`src/rtl/ofs_pkg.sv`:
```
package ofs_pkg;

  // Strobes sent from the control block to the datapath, one set per cycle.
  typedef struct packed {
    logic       presetLoad;
    logic [2:0] presetCode;
    logic       wrEmpty;
    logic       wrFull;
    logic       shiftEn;
    logic       rdStrobe;
    logic       rdFull;
  } ofsStrobe_t;

  // Preset offset for a 3-bit code: 2^(code+3)-1, saturated to ofsW ones.
  function automatic int presetValue(input logic [2:0] code, input int ofsW);
    int sh;
    sh = int'(code) + 3;
    if (sh >= ofsW) return (1 << ofsW) - 1;
    return (1 << sh) - 1;
  endfunction

endpackage

```
`src/rtl/ofsCtrl.sv`:
```
module ofsCtrl
  import ofs_pkg::*;
(
  input  logic       clk,
  input  logic       mrst,
  input  logic       prst,
  input  logic       modeSerial,
  input  logic [1:0] presetSel,
  input  logic       loadEn,
  input  logic       wrEn,
  input  logic       rdEn,
  input  logic       serEn,
  output ofsStrobe_t strobe
);

  logic serialMode;
  logic wrPtr;   // 0 = empty-side register, 1 = full-side register
  logic rdPtr;

  logic active;
  logic parWrite;

  always_comb begin
    active   = !mrst && !prst;
    parWrite = active && !serialMode && loadEn && wrEn;

    strobe            = '0;
    strobe.presetLoad = mrst;
    strobe.presetCode = {loadEn, presetSel};
    strobe.wrEmpty    = parWrite && !wrPtr;
    strobe.wrFull     = parWrite && wrPtr;
    strobe.shiftEn    = active && serialMode && serEn;
    strobe.rdStrobe   = active && loadEn && rdEn;
    strobe.rdFull     = rdPtr;
  end

  always_ff @(posedge clk) begin
    if (mrst) begin
      serialMode <= modeSerial;
      wrPtr      <= 1'b0;
      rdPtr      <= 1'b0;
    end else if (prst) begin
      wrPtr      <= 1'b0;
      rdPtr      <= 1'b0;
    end else begin
      if (parWrite)        wrPtr <= ~wrPtr;
      if (strobe.rdStrobe) rdPtr <= ~rdPtr;
    end
  end

endmodule

```
`src/rtl/ofsDatapath.sv`:
```
module ofsDatapath
  import ofs_pkg::*;
#(
  parameter int OFS_W  = 10,
  parameter int DATA_W = 16
) (
  input  logic              clk,
  input  ofsStrobe_t        strobe,
  input  logic              serIn,
  input  logic [DATA_W-1:0] dataIn,
  output logic [DATA_W-1:0] dataOut,
  output logic [OFS_W-1:0]  emptyOffset,
  output logic [OFS_W-1:0]  fullOffset
);

  localparam int CHAIN_W = 2 * OFS_W;

  logic [OFS_W-1:0]   emptyQ;
  logic [OFS_W-1:0]   fullQ;
  logic [DATA_W-1:0]  outQ;
  logic [CHAIN_W-1:0] chainNext;
  logic [OFS_W-1:0]   presetOfs;
  logic [OFS_W-1:0]   rdSel;

  always_comb begin
    presetOfs = OFS_W'(presetValue(strobe.presetCode, OFS_W));
    // Bits enter at the top of the chain and walk down toward emptyQ[0].
    chainNext = {serIn, fullQ, emptyQ[OFS_W-1:1]};
    rdSel     = strobe.rdFull ? fullQ : emptyQ;
  end

  always_ff @(posedge clk) begin
    if (strobe.presetLoad) begin
      emptyQ <= presetOfs;
      fullQ  <= presetOfs;
      outQ   <= '0;
    end else begin
      if (strobe.shiftEn) begin
        {fullQ, emptyQ} <= chainNext;
      end else begin
        if (strobe.wrEmpty) emptyQ <= dataIn[OFS_W-1:0];
        if (strobe.wrFull)  fullQ  <= dataIn[OFS_W-1:0];
      end
      if (strobe.rdStrobe) outQ <= DATA_W'(rdSel);
    end
  end

  assign dataOut     = outQ;
  assign emptyOffset = emptyQ;
  assign fullOffset  = fullQ;

endmodule

```
`src/rtl/ofsLoader.sv`:
```
module ofsLoader
  import ofs_pkg::*;
#(
  parameter int DEPTH  = 1024,
  parameter int DATA_W = 16,
  parameter int OFS_W  = $clog2(DEPTH)
) (
  input  logic              clk,
  input  logic              mrst,
  input  logic              prst,
  input  logic              modeSerial,
  input  logic [1:0]        presetSel,
  input  logic              loadEn,
  input  logic              wrEn,
  input  logic              rdEn,
  input  logic              serEn,
  input  logic              serIn,
  input  logic [DATA_W-1:0] dataIn,
  output logic [DATA_W-1:0] dataOut,
  output logic [OFS_W-1:0]  emptyOffset,
  output logic [OFS_W-1:0]  fullOffset
);

  ofsStrobe_t strobe;

  ofsCtrl uCtrl (
    .clk        (clk),
    .mrst       (mrst),
    .prst       (prst),
    .modeSerial (modeSerial),
    .presetSel  (presetSel),
    .loadEn     (loadEn),
    .wrEn       (wrEn),
    .rdEn       (rdEn),
    .serEn      (serEn),
    .strobe     (strobe)
  );

  ofsDatapath #(.OFS_W(OFS_W), .DATA_W(DATA_W)) uData (
    .clk         (clk),
    .strobe      (strobe),
    .serIn       (serIn),
    .dataIn      (dataIn),
    .dataOut     (dataOut),
    .emptyOffset (emptyOffset),
    .fullOffset  (fullOffset)
  );

endmodule

```
`config.mk`:
```
export PLATFORM = sky130hd
export DESIGN_NAME = ofsLoader
export DESIGN_NICKNAME = d
export VERILOG_FILES = /design/src/rtl/ofs_pkg.sv /design/src/rtl/ofsCtrl.sv /design/src/rtl/ofsDatapath.sv /design/src/rtl/ofsLoader.sv
export SDC_FILE = /design/constraint.sdc
export NUM_CORES = 1
export LEC_CHECK = 0
export BUFFER_PORTS_ARGS = -buffer_cell sky130_fd_sc_hd__buf_2
export CAP_MARGIN = 20
export CORE_MARGIN = 2
export CORE_UTILIZATION = 51
export DETAILED_ROUTE_END_ITERATION = 10
export HOLD_SLACK_MARGIN = 0.03
export PLACE_DENSITY = 0.84
export SYNTH_ARGS = -nofsm -noshare
export SYNTH_HDL_FRONTEND = slang
export SYNTH_HIERARCHICAL = 1
export SYNTH_SLANG_ARGS = --single-unit
```
`constraint.sdc`:
```
create_clock -name clk -period 5.4 [get_ports clk]
set_input_delay 0.54 -clock clk [delete_from_list [all_inputs] [get_ports clk]]
set_output_delay 0.54 -clock clk [all_outputs]
set_load 0.02 [all_outputs]
```
* Word level (Yosys, flattened, before mapping)
Index checks and enable logic that the tools add are counted.
** Storage, ports and cells
- Bits in registers :: 33
- Bits in latches :: 0
- Memory bits (writable) :: 0
- ROM bits :: 0
- Input port bits :: 27
- Output and inout port bits :: 36
- Logic and storage cells :: 39
- Memories kept :: 0
** Cells by class
- Add/subtract/negate cells :: 2
- $mul :: 0
- Div/mod/pow operators :: 0
- Order comparisons :: 1
- Eq/ne operators :: 0
- Shifts and indexed selects :: 1
- Muxes and demuxes :: 10
- Bitwise logic cells :: 2
- Reduce and logical (&&, ||, !) cells :: 17
** Operators by type and width (number)
- $mux 10 :: 9
- $ge 32x5->1 const B :: 1
- $shl 1x32->10 const A :: 1
- $logic_and 1x1->1 :: 10
- $sub 10x2->10 const B :: 1
- $reduce_bool 3->1 :: 2
- $add 3x2->4 const B :: 1
- $logic_not 1->1 :: 4
- $not 1->1 :: 2
- $reduce_or 2->1 :: 1
- $mux 1 :: 1

* Logic depth before layout (Yosys ltp)
Gate-level depths: netlist of the first run.
- Depth in word-level cells :: 9
- Gate-level depth with buffers :: 7
- Depth with buffers taken out :: 5

* By module
The synthesis of the first run kept the hierarchy.
** Modules (own cells, without submodules)
- ofsDatapath :: times used 1, cells an instance 164, area an instance 1710.4 µm², seq. area each 800.8 µm²
- ofsCtrl :: times used 1, cells an instance 21, area an instance 206.4 µm², seq. area each 70.1 µm²

* Least setup slack after synthesis of the first run
No wires, ideal clock.
- Path type :: in2reg
- Start point :: input presetSel[0]
- End point :: register uData.emptyQ[2] (netlist: uData/emptyOffset[2]) (data pin)
- Setup time :: 270 ps
- Arrival :: 1868 ps
- Required time :: 5130 ps
- Slack :: 3263 ps
- Stages :: 6
- Path through :: buf_4 -> inv_1 -> ha_1 -> or4b_4 -> a21oi_4 -> a32oi_1
** On the way
- Longest elaborated chain between the ends :: 5
** Ends and longest elaborated chain
- start: declaration :: line ofsLoader.sv:12 : input logic [1:0] presetSel,
- $add 3x2->4 * :: line ofs_pkg.sv:17 : sh = int'(code) + 3;
- $ge 32x5->1 / $shl 1x32->10 (equally long branches) :: line ofs_pkg.sv:18, ofs_pkg.sv:19
- $mux 10 (tied with other cells) :: line ofs_pkg.sv:18 : if (sh >= ofsW) return (1 << ofsW) - 1;
- $mux 10 * :: line ofs_pkg.sv:19 : return (1 << sh) - 1;
- $mux 10 * :: line ofsDatapath.sv:33 : if (strobe.presetLoad) begin
- end signal: assignment :: line ofsDatapath.sv:34 : emptyQ <= presetOfs;
- end signal: assignment :: line ofsDatapath.sv:39 : {fullQ, emptyQ} <= chainNext;
- end signal: assignment :: line ofsDatapath.sv:41 : if (strobe.wrEmpty) emptyQ <= dataIn[OFS_W-1:0];
- end: declaration :: line ofsDatapath.sv:18 : logic [OFS_W-1:0] emptyQ;
Every way passes the cells marked *; elsewhere a longest branch is shown, timed or not.
A chain may end at the register's enable or synchronous reset.

==> metrics.md, run 1 <==
| Metric | Value |
|---|---|
| Status | complete, no violations |
| IO Pins | 63 |
| Cts hold-fix bufs | 0 |
| EDFF count, synth | 21 |
| Antenna-violating nets left | 0 |
| Post-CTS setup buffer count | 0 |
| Share of the synthesized area in the top cell type | ~33% |
| Die span in y | 65.31 microns |
| CTS tree | yes |
| FF-to-FF path depth | 2 |
| Startpoint types | input port |
| First-pass GRT wire length | 6.706 mm |
| Worst hold path depth | 1 |
| Area Overhead vs Synth | 15.27% |
| Max clock buf depth | 2 |
| Post-Syn Instances | 185 |
| Antenna violations before repair | 0 |
| Fraction of layout cells with a size suffix above 1 | 28.76% |
| VDD IR-drop max | approximately 0.000096 V |
| Setup TNS Final | 0 ns |
| Reg-to-reg critical path startpoint | uCtrl/serialMode |
| DR DRC count | 0 |
| Unrepaired setup endpoints after global routing | no |
| Most used DFF post-synth | edfxtp_1 |
| Post-cts resize count | 0 |
| Total grt overflow | 0 |
| Final layout net count | 257 |
| DRT Pass-1 Iters | 4 |
| Die area | ~4300 sq um |
| Initial DRC count | 115 |
| Worst-path maximum fanout | 39 |
| Largest area contributor in the netlist | edfxtp_1 |
| Worst Tran Pin Value | 0.7077 ns |
| Site Rows | 22 |
| Detailed placement HPWL | 2.965 mm |
| Root buffer cell | clkbuf_8 |
| WL final | 4.218 mm |
| Routability cong. | approximately 0.81 |
| TritonCTS Buffers | 5 |
| Hold Path Sink | uCtrl/serialMode |
| Drt via density | 5.861 |
| Reg clk slew, reported paths | 0.06 ns |
| Yosys warnings | 6 |
| Fmax achieved | 413.2 MHz |
| Final min period | around 2.4 ns |
| Initial Utilization | 52.75% |
| Most frequent cells in the layout | buf_2 (50), edfxtp_1 (21), a211oi_1 (21) |
| Port Buffers | 50 |
| Antenna fix cells | 0 |
| Setup violations, final | 0 |
| Synthesized area | 1917 sq um |
| Max-capacitance violation count | 0 |
| Total track usage | about a fifth |
| Worst skew pair latency | 0.29 ns |
| Endpoint class of the critical path | flop |
| Commonest non-fill, non-tap cell in the layout | buf_2 |
| Top area cells in the synthesized netlist | edfxtp_1 (33%), dfxtp_1 (13%), a211oi_1 (8.2%), mux2i_1 (5.2%), buf_4 (4.3%) |
| Yosys cell types | 43 |
| Width of the die | 65.31 microns |
| Final worst clock skew | 0.005033 ns |
| Hold Fails Final Rpt | 0 |
| CTS sink count | 33 |
| Final-report max-slew violation count | 0 |
| Worst min-delay path class | input port to flop |
| Layout Utilization | 60.81% |
| Vias in the first global route | approximately 1300 |
| Pleak | ~0.84 nW |
| Mean Syn Cell Area | 10.36 sq um |
| Max H-tree Level | 2 |
| PwrDens | 274.2 nW/um^2 |
| Post-synth ARST share | 0% |
| Critical Path RT | between 5 and 6 ns |
| Largest net degree at the start of global routing | 40 |
| Final worst path period share | 44.82% |
| R2r setup slk | 3.62 ns |
| Seq cells post-synth | 33 |
| Core ar. | 3633 sq um |
| Critical path class | input port to flop |
| Vias | 1606 |
| Sequential fraction of the synthesis area | 45.43% |
| Crit path arrival time | ~2.4 ns |
| R2R Path End | uData/emptyOffset[0] |
| Hold_sp | modeSerial |
| Wire length per cell | roughly 15 microns |
| Slew HR | a little over half |
logic make-up (layout without fill, tap and decap cells):
family / after synthesis / count (layout) / synth area share, %
flip-flops: 33 / 33 / 45.43
other: 1 / 6 / 0.1956
multiplexers: 10 / 10 / 5.222
AO/OA/AOI/OAI: 59 / 59 / 22.91
XOR/XNOR: 2 / 2 / 0.9140
buffers and inverters: 28 / 64 / 7.833
adder cells (fa/ha/maj): 5 / 5 / 3.264
AND/OR/NAND/NOR: 47 / 47 / 14.23
sequential cells by signal, summed over array words and instances (netlist names):
register	count
uData/emptyOffset	10
uData/dataOut	10
uData/fullOffset	10
uCtrl/rdPtr	1
uCtrl/serialMode	1
uCtrl/wrPtr	1
worst max path at each step:
stage | startpoint | endpoint | slack, ns | cells past startpoint
global placement | mrst | uData/fullOffset[3] | 2.73 | 4
floorplan | presetSel[0] | uData/emptyOffset[2] | 3.26 | 6
finish | mrst | uData/emptyOffset[0] | 2.98 | 4
detailed placement | mrst | uData/emptyOffset[1] | 2.72 | 4
CTS | mrst | uData/emptyOffset[1] | 2.99 | 4
global route | mrst | uData/emptyOffset[0] | 2.86 | 4
power by group:
| group | internal, W | switching [W] |
|---|---|---|
| Sequential | 0.000290 | 0.0000132 |
| Clock | 0.000101 | 0.0000865 |
| Combinational | 0.0000408 | 0.0000743 |
| Total | 0.000432 | 0.000174 |
routing by layer:
metal	wire length, microns	share of wire, %	vias to the layer above	global-route usage [%]
met5	0	0	-	0
met3	353	8.4	12	6.164
met4	77	1.8	0	10.42
li1	-	-	772	-
met2	1972	47	71	30.87
met1	1814	43	751	28.30
Yosys cell counts, types with 2 or more instances:
library cell,n
mux2i_1,10
nor2_1,12
nand2_1,11
inv_1,6
a311oi_1,5
dfxtp_1,12
a22oi_1,4
a211oi_1,21
a32oi_1,4
ha_1,5
nor2b_1,5
buf_4,11
or3_1,2
a21oi_1,12
clkbuf_1,8
o21ai_0,3
and3_1,3
o21a_1,3
edfxtp_1,21
buf_2,3
nor3_1,2
stage by stage:
stage | std cells | area, sq um | total power (W) | setup WS [ns] | hold WS, ns
after floorplan | 190 | 1936 | 0.0003902 | 3.263 | 0.5074
after global placement | 266 | 2118 | 0.0004192 | 2.731 | 0.4730
after detailed placement | 266 | 2118 | 0.0004223 | 2.715 | 0.4763
after CTS | 274 | 2210 | 0.0006076 | 2.994 | 0.4182
after global routing | 274 | 2210 | 0.0006323 | 2.861 | 0.4244
final | 274 | 2210 | 0.0006058 | 2.980 | 0.4234
final cells by class:
type	instances	area, sq um
timing repair buffer	50	250.2
multi-input combinational	129	914.6
clock buffer	6	82.58
tap	48	60.06
inverter	6	22.52
clock inverter	2	8.758
sequential	33	870.8
fill	311	1424
worst max-delay path: stages:
cell    delay [ns]
buf_2         0.55
nor2_1        0.18
and3_2        0.44
or3_1         0.66
Note: power is estimated with default switching activity, not from simulation.
==> run 2: changes to the inputs <==
CORE_UTILIZATION = 50   (was 51)
PLACE_DENSITY = 0.83   (was 0.84)
clock period = 2.55 ns   (was 5.4 ns; I/O delays follow)
==> run 2 against run 1 <==
Final cell count is 0.73% higher. Sequential cell count unchanged. Die area rose by 1.9%. Total power grew 120%.
==> metrics.md, run 2 (same netlist as run 1, synthesis figures left out) <==
| Metric | Value |
|---|---|
| Status | complete, no violations |
| Site Rows | 22 |
| Slowest stage cell, crit path | or3_4 |
| Layout Utilization | about 61% |
| Final layout net count | ~260 |
| Die span in y | 65.92 microns |
| Vias | 1601 |
| Width of the die | 65.92 microns |
| Final worst clock skew | 0.001965 ns |
| Critical path class | input port to flop |
| Pleak | approximately 0.86 nW |
| Initial DRC count | 72 |
| Part of the power in registers | 47.6% |
| Routability cong. | just over 0.8 |
| Crit path max-delay family | compound AO/OA/AOI/OAI gates |
| DR DRC count | 0 |
| Hold Fails Final Rpt | 0 |
| Slew HR | a little under three fifths |
| IO Pins | 63 |
| Most frequent cells in the layout | buf_2 (50), edfxtp_1 (21), a211oi_1 (21) |
| Total track usage | 21.39% |
| Post-cts resize count | 0 |
| Die area | 4345 sq um |
| Clock group share of total power | 34.4% |
| Antenna-violating nets left | 0 |
| Worst-path maximum fanout | 11 |
| Core ar. | 3661 sq um |
| Final min period | approximately 1.8 ns |
| Critical path depth | 6 |
| Commonest non-fill, non-tap cell in the layout | buf_2 |
| Reg clk slew, reported paths | 0.07 ns |
| WL final | 4.260 mm |
| Cts hold-fix bufs | 0 |
| VDD IR-drop max | 0.0002243 V |
| Unrepaired setup endpoints after global routing | no |
| Fmax achieved | 556.4 MHz |
| Largest net degree at the start of global routing | 39 |
| Setup TNS Final | 0 ns |
| Crit path arrival time | 1.82 ns |
| CTS tree | yes |
| Worst skew pair latency | 0.28 ns |
| Critical Path RT | 2.57 ns |
| DRT Pass-1 Iters | 4 |
| Endpoint class of the critical path | flop |
| Detailed placement HPWL | 3.050 mm |
| Antenna violations before repair | 0 |
| Area Overhead vs Synth | 17.10% |
| First-pass GRT wire length | 7.044 mm |
| Startpoint types | input port |
| Post-CTS setup buffer count | 0 |
| Port Buffers | 50 |
| Max-capacitance violation count | 0 |
| Cell-internal power | 0.0009824 W |
| CTS sink count | 33 |
| Setup violations, final | 0 |
| Antenna fix cells | 0 |
| CP bufs+invs | 2 |
| Worst min-delay path class | input port to flop |
| # fillers | 320 |
| Worst Tran Pin Value | 0.6419 ns |
| Switching power | 0.0003726 W |
| Vias in the first global route | 1526 |
| TritonCTS Buffers | 5 |
| Root buffer cell | clkbuf_8 |
| Final worst path period share | around 70% |
| Initial Utilization | 52.36% |
| Wire length per cell | 15.43 microns |
| Final-report max-slew violation count | 0 |
| Fraction of layout cells with a size suffix above 1 | around 30% |
| Switching part of the total power | a little over a quarter |
| PwrDens | about 600 nW/um^2 |
| Max H-tree Level | 2 |
| FF-to-FF path depth | 2 |
| Worst hold path depth | 1 |
| Fin cells | 276 |
| Max stage delay on crit path | 0.47 ns |
| Drt via density | 5.801 |
| Total placed cells including tap cells | ~270 |
| Crit-path cells | buf_2 -> inv_1 -> ha_1 -> or3_4 -> a311oi_1 -> a21oi_1 |
| Total grt overflow | 0 |
| Gate power share | 18.0% |
| Max clock buf depth | 2 |
==> run 2: cell types whose count changed in the layout (fill, tap and decap cells not counted), sizes merged <==
cell | previous run | this run
buf | 50 | 52
clkbuf | 6 | 8
clkinv | 2 | 0
==> run 2: layer usage <==
metal	wire length, microns	up-vias	track usage, %	share of wire, %
li1	-	776	-	-
met5	0	-	0	0
met4	88	0	10.68	2.1
met1	1908	756	28.12	45
met3	267	7	4.600	6.3
met2	1995	62	33.21	47
==> run 2: cell type report <==
type                            count  area (sq um)  area share (%)
Clock buffer                        8         111.4           4.961
Inverter                            6         22.52           1.003
Multi-Input combinational cell    129         914.6           40.75
Sequential cell                    33         870.8           38.80
Tap cell                           48         60.06           2.676
Timing Repair Buffer               52         265.3           11.82
==> run 2: path summary, 6_finish.rpt <==
path,start,endpoint,slack [ns]
worst min-delay path,modeSerial,uCtrl/serialMode,0.14
worst max-delay path,presetSel[1],uData/emptyOffset[7],0.75
worst max register to register,uCtrl/serialMode,uData/emptyOffset[2],0.76
worst min register to register,uData/dataOut[3],uData/dataOut[3],0.48
==> run 2: through the flow <==
| stage | worst slack (ns) | hold slack [ns] | total power, W | cell area (sq um) |
|---|---|---|---|---|
| finish | 0.7526 | 0.1444 | 0.001355 | 2245 |
| CTS | 0.7623 | 0.1363 | 0.001360 | 2245 |
| global route | 0.6578 | 0.1386 | 0.001410 | 2245 |
| floorplan | 0.6975 | 0.3539 | 0.0008262 | 1936 |
| global placement | 0.5196 | 0.4321 | 0.0008925 | 2133 |
| detailed placement | 0.4677 | 0.4342 | 0.0008982 | 2133 |
==> run 2: power groups by stage <==
stage | registers, W | logic (W) | clock network [W]
final | 0.000645 | 0.000244 | 0.000466
after CTS | 0.000644 | 0.000244 | 0.000472
after floorplan | 0.000689 | 0.000137 | 0
after detailed placement | 0.000655 | 0.000243 | 0
after global placement | 0.000655 | 0.000238 | 0
after global routing | 0.000649 | 0.000267 | 0.000494
==> run 3: changes to the inputs <==
CORE_UTILIZATION = 45   (was 50)
PLACE_DENSITY = 0.79   (was 0.83)
clock period = 1.5 ns   (was 2.55 ns; I/O delays follow)
==> run 3 against run 2 <==
The run now ends with negative setup slack left. First-iteration DRC count up 72%. Sequential cell count unchanged. Clock power rose by 51%. Via count increased by 6.9%. Clock skew up 0.0086 ns. Critical endpoint is now uData/emptyOffset[3].
==> metrics.md, run 3 (same netlist as run 1, synthesis figures left out) <==
| Metric | Value |
|---|---|
| Max clock buf depth | 2 |
| Unrepaired setup endpoints after global routing | yes |
| Worst Setup Slack, final | -0.02385 ns |
| Final-report max-slew violation count | 0 |
| Post-route cell area | 2501 sq um |
| Total power | between 0.002 and 0.0025 W |
| Hold_sp | wrEn |
| Failing checks | negative setup slack |
| Antenna fix cells | 0 |
| Fmax achieved | about 660 MHz |
| TritonCTS Buffers | 5 |
| Reg clk slew, reported paths | 0.07 ns |
| PwrDens | 918.7 nW/um^2 |
| Die span in y | 69.27 microns |
| Root buffer cell | clkbuf_8 |
| FF-to-FF path depth | 4 |
| Final min period | 1.524 ns |
| CTS sink count | 33 |
| Initial Utilization | 47.24% |
| Max-capacitance violation count | 0 |
| Total placed cells including tap cells | 289 |
| Vias | 1712 |
| Detailed placement HPWL | 3.411 mm |
| DRT Pass-1 Iters | 5 |
| DR DRC count | 0 |
| Routability cong. | between 0.8 and 0.9 |
| Initial DRC count | 124 |
| Drt via density | 5.707 |
| Status | finished, violations left |
| Worst skew pair latency | 0.30 ns |
| Slowest stage cell, crit path | edfxtp_1 |
| Worst slack at placement | -0.2232 ns |
| Gate power share | 22.0% |
| Reg-to-reg critical path startpoint | uCtrl/serialMode |
| Site Rows | 23 |
| Largest net degree at the start of global routing | 24 |
| R2R Path End | uData/emptyOffset[3] |
| Cell-internal power | 0.001624 W |
| Clock group share of total power | 30.7% |
| Vias in the first global route | 1548 |
| Pleak | between 0.9 and 1 nW |
| First-pass GRT wire length | 7.521 mm |
| Setup violations, final | 14 |
| Critical path class | flop to flop |
| Crit path arrival time | ~1.5 ns |
| Crit-path cells | buf_6 -> nor4b_4 -> and3_4 -> or3_4 |
| Most frequent cells in the layout | buf_2 (50), edfxtp_1 (21), a211oi_1 (21), buf_4 (19) |
| Port Buffers | 50 |
| Total track usage | 20.27% |
| Fin cells | 300 |
| Max H-tree Level | 2 |
| Core ar. | 4058 sq um |
| Antenna violations before repair | 0 |
| Worst-path maximum fanout | 5 |
| Antenna-violating nets left | 0 |
| DP Area | 2352 sq um |
| Area Overhead vs Synth | 30.48% |
| Endpoint class of the critical path | flop |
| Hold Fails Final Rpt | 0 |
| Commonest non-fill, non-tap cell in the layout | buf_2 |
| Switching power | approximately 0.00067 W |
| Crit path max-delay family | simple AND/OR/NAND/NOR gates |
| Switching part of the total power | 29.34% |
| Fraction of layout cells with a size suffix above 1 | around two fifths |
| Final worst clock skew | ~0.011 ns |
| Final layout net count | roughly 280 |
| Post-CTS setup buffer count | 0 |
| VDD IR-drop max | 0.0003429 V |
| IO Pins | 63 |
| Startpoint types | flop |
| CP bufs+invs | 1 |
| CTS tree | yes |
| Worst hold path depth | 3 |
| Wire length per cell | 16.14 microns |
| Final worst path period share | 101.6% |
| Die area | about 4800 sq um |
| Part of the power in registers | 47.3% |
| Total grt overflow | 0 |
| Critical Path RT | 1.50 ns |
| Max stage delay on crit path | roughly 0.40 ns |
| Width of the die | 69.27 microns |
| Worst min-delay path class | input port to flop |
| WL final | 4.841 mm |
| Hold Path Sink | uCtrl/wrPtr |
| R2r setup slk | -0.02 ns |
## run 3: repair_timing
| action | in CTS | in global routing |
|---|---|---|
| hold endpoints to repair | 1 | 0 |
| gates resized for setup | 5 | 2 |
| pin swaps | 3 | 4 |
| endpoints found under the setup margin | 20 | 20 |
| hold buffers | 1 | 0 |
| gates cloned | 1 | 1 |
## run 3: worst register-to-register path: stages, from the launching register on
cell      delay, ns
edfxtp_1       0.40
buf_6          0.14
nor4b_4        0.27
and3_4         0.24
or3_4          0.17
## run 3: cell type report
| type | count | area (sq um) |
|---|---|---|
| fill | 344 | 1556 |
| tap | 50 | 62.56 |
| inverter | 6 | 30.03 |
| timing repair buffer | 72 | 434.2 |
| clock buffer | 8 | 90.09 |
| sequential | 33 | 870.8 |
| multi-input combinational | 131 | 1013 |
## run 3: worst max path at each step
| stage | cells past startpoint | slack [ns] | startpoint | end |
|---|---|---|---|---|
| after floorplan | 6 | -0.03 | presetSel[1] | uData/emptyOffset[2] |
| after CTS | 4 | -0.004 | uCtrl/serialMode | uData/emptyOffset[2] |
| after global placement | 6 | -0.16 | presetSel[1] | uData/fullOffset[8] |
| after detailed placement | 6 | -0.22 | presetSel[1] | uData/fullOffset[2] |
| after global routing | 4 | -0.05 | uCtrl/serialMode | uData/fullOffset[7] |
| final | 4 | -0.02 | uCtrl/serialMode | uData/emptyOffset[3] |
## run 3: per-stage QoR
step | util (%) | hold WS, ns | setup TNS, ns
after floorplan | - | 0.2489 | -0.2594
after global placement | 57.97 | 0.3271 | -3.215
after detailed placement | 57.97 | 0.3296 | -4.262
after CTS | 61.24 | 0.1864 | -0.01631
after global routing | 61.64 | 0.2280 | -0.5928
final | 61.64 | 0.2227 | -0.2343
## run 3: power groups by stage
stage                     combinational [W]  sequential [W]  clock [W]
final                              0.000505         0.00109   0.000705
after detailed placement           0.000483         0.00111          0
after floorplan                    0.000264         0.00117          0
after CTS                          0.000497         0.00109   0.000704
after global placement             0.000473         0.00111          0
after global routing               0.000537         0.00110   0.000749
## run 3: routing by layer
layer	GRT usage (%)	part of all wire (%)	vias up	routed length (microns)
li1	-	-	819	-
met1	25.42	42	806	2051
met2	33.44	48	75	2341
met3	4.506	7.3	12	353
met4	8.932	1.9	0	94
met5	0	0	-	0
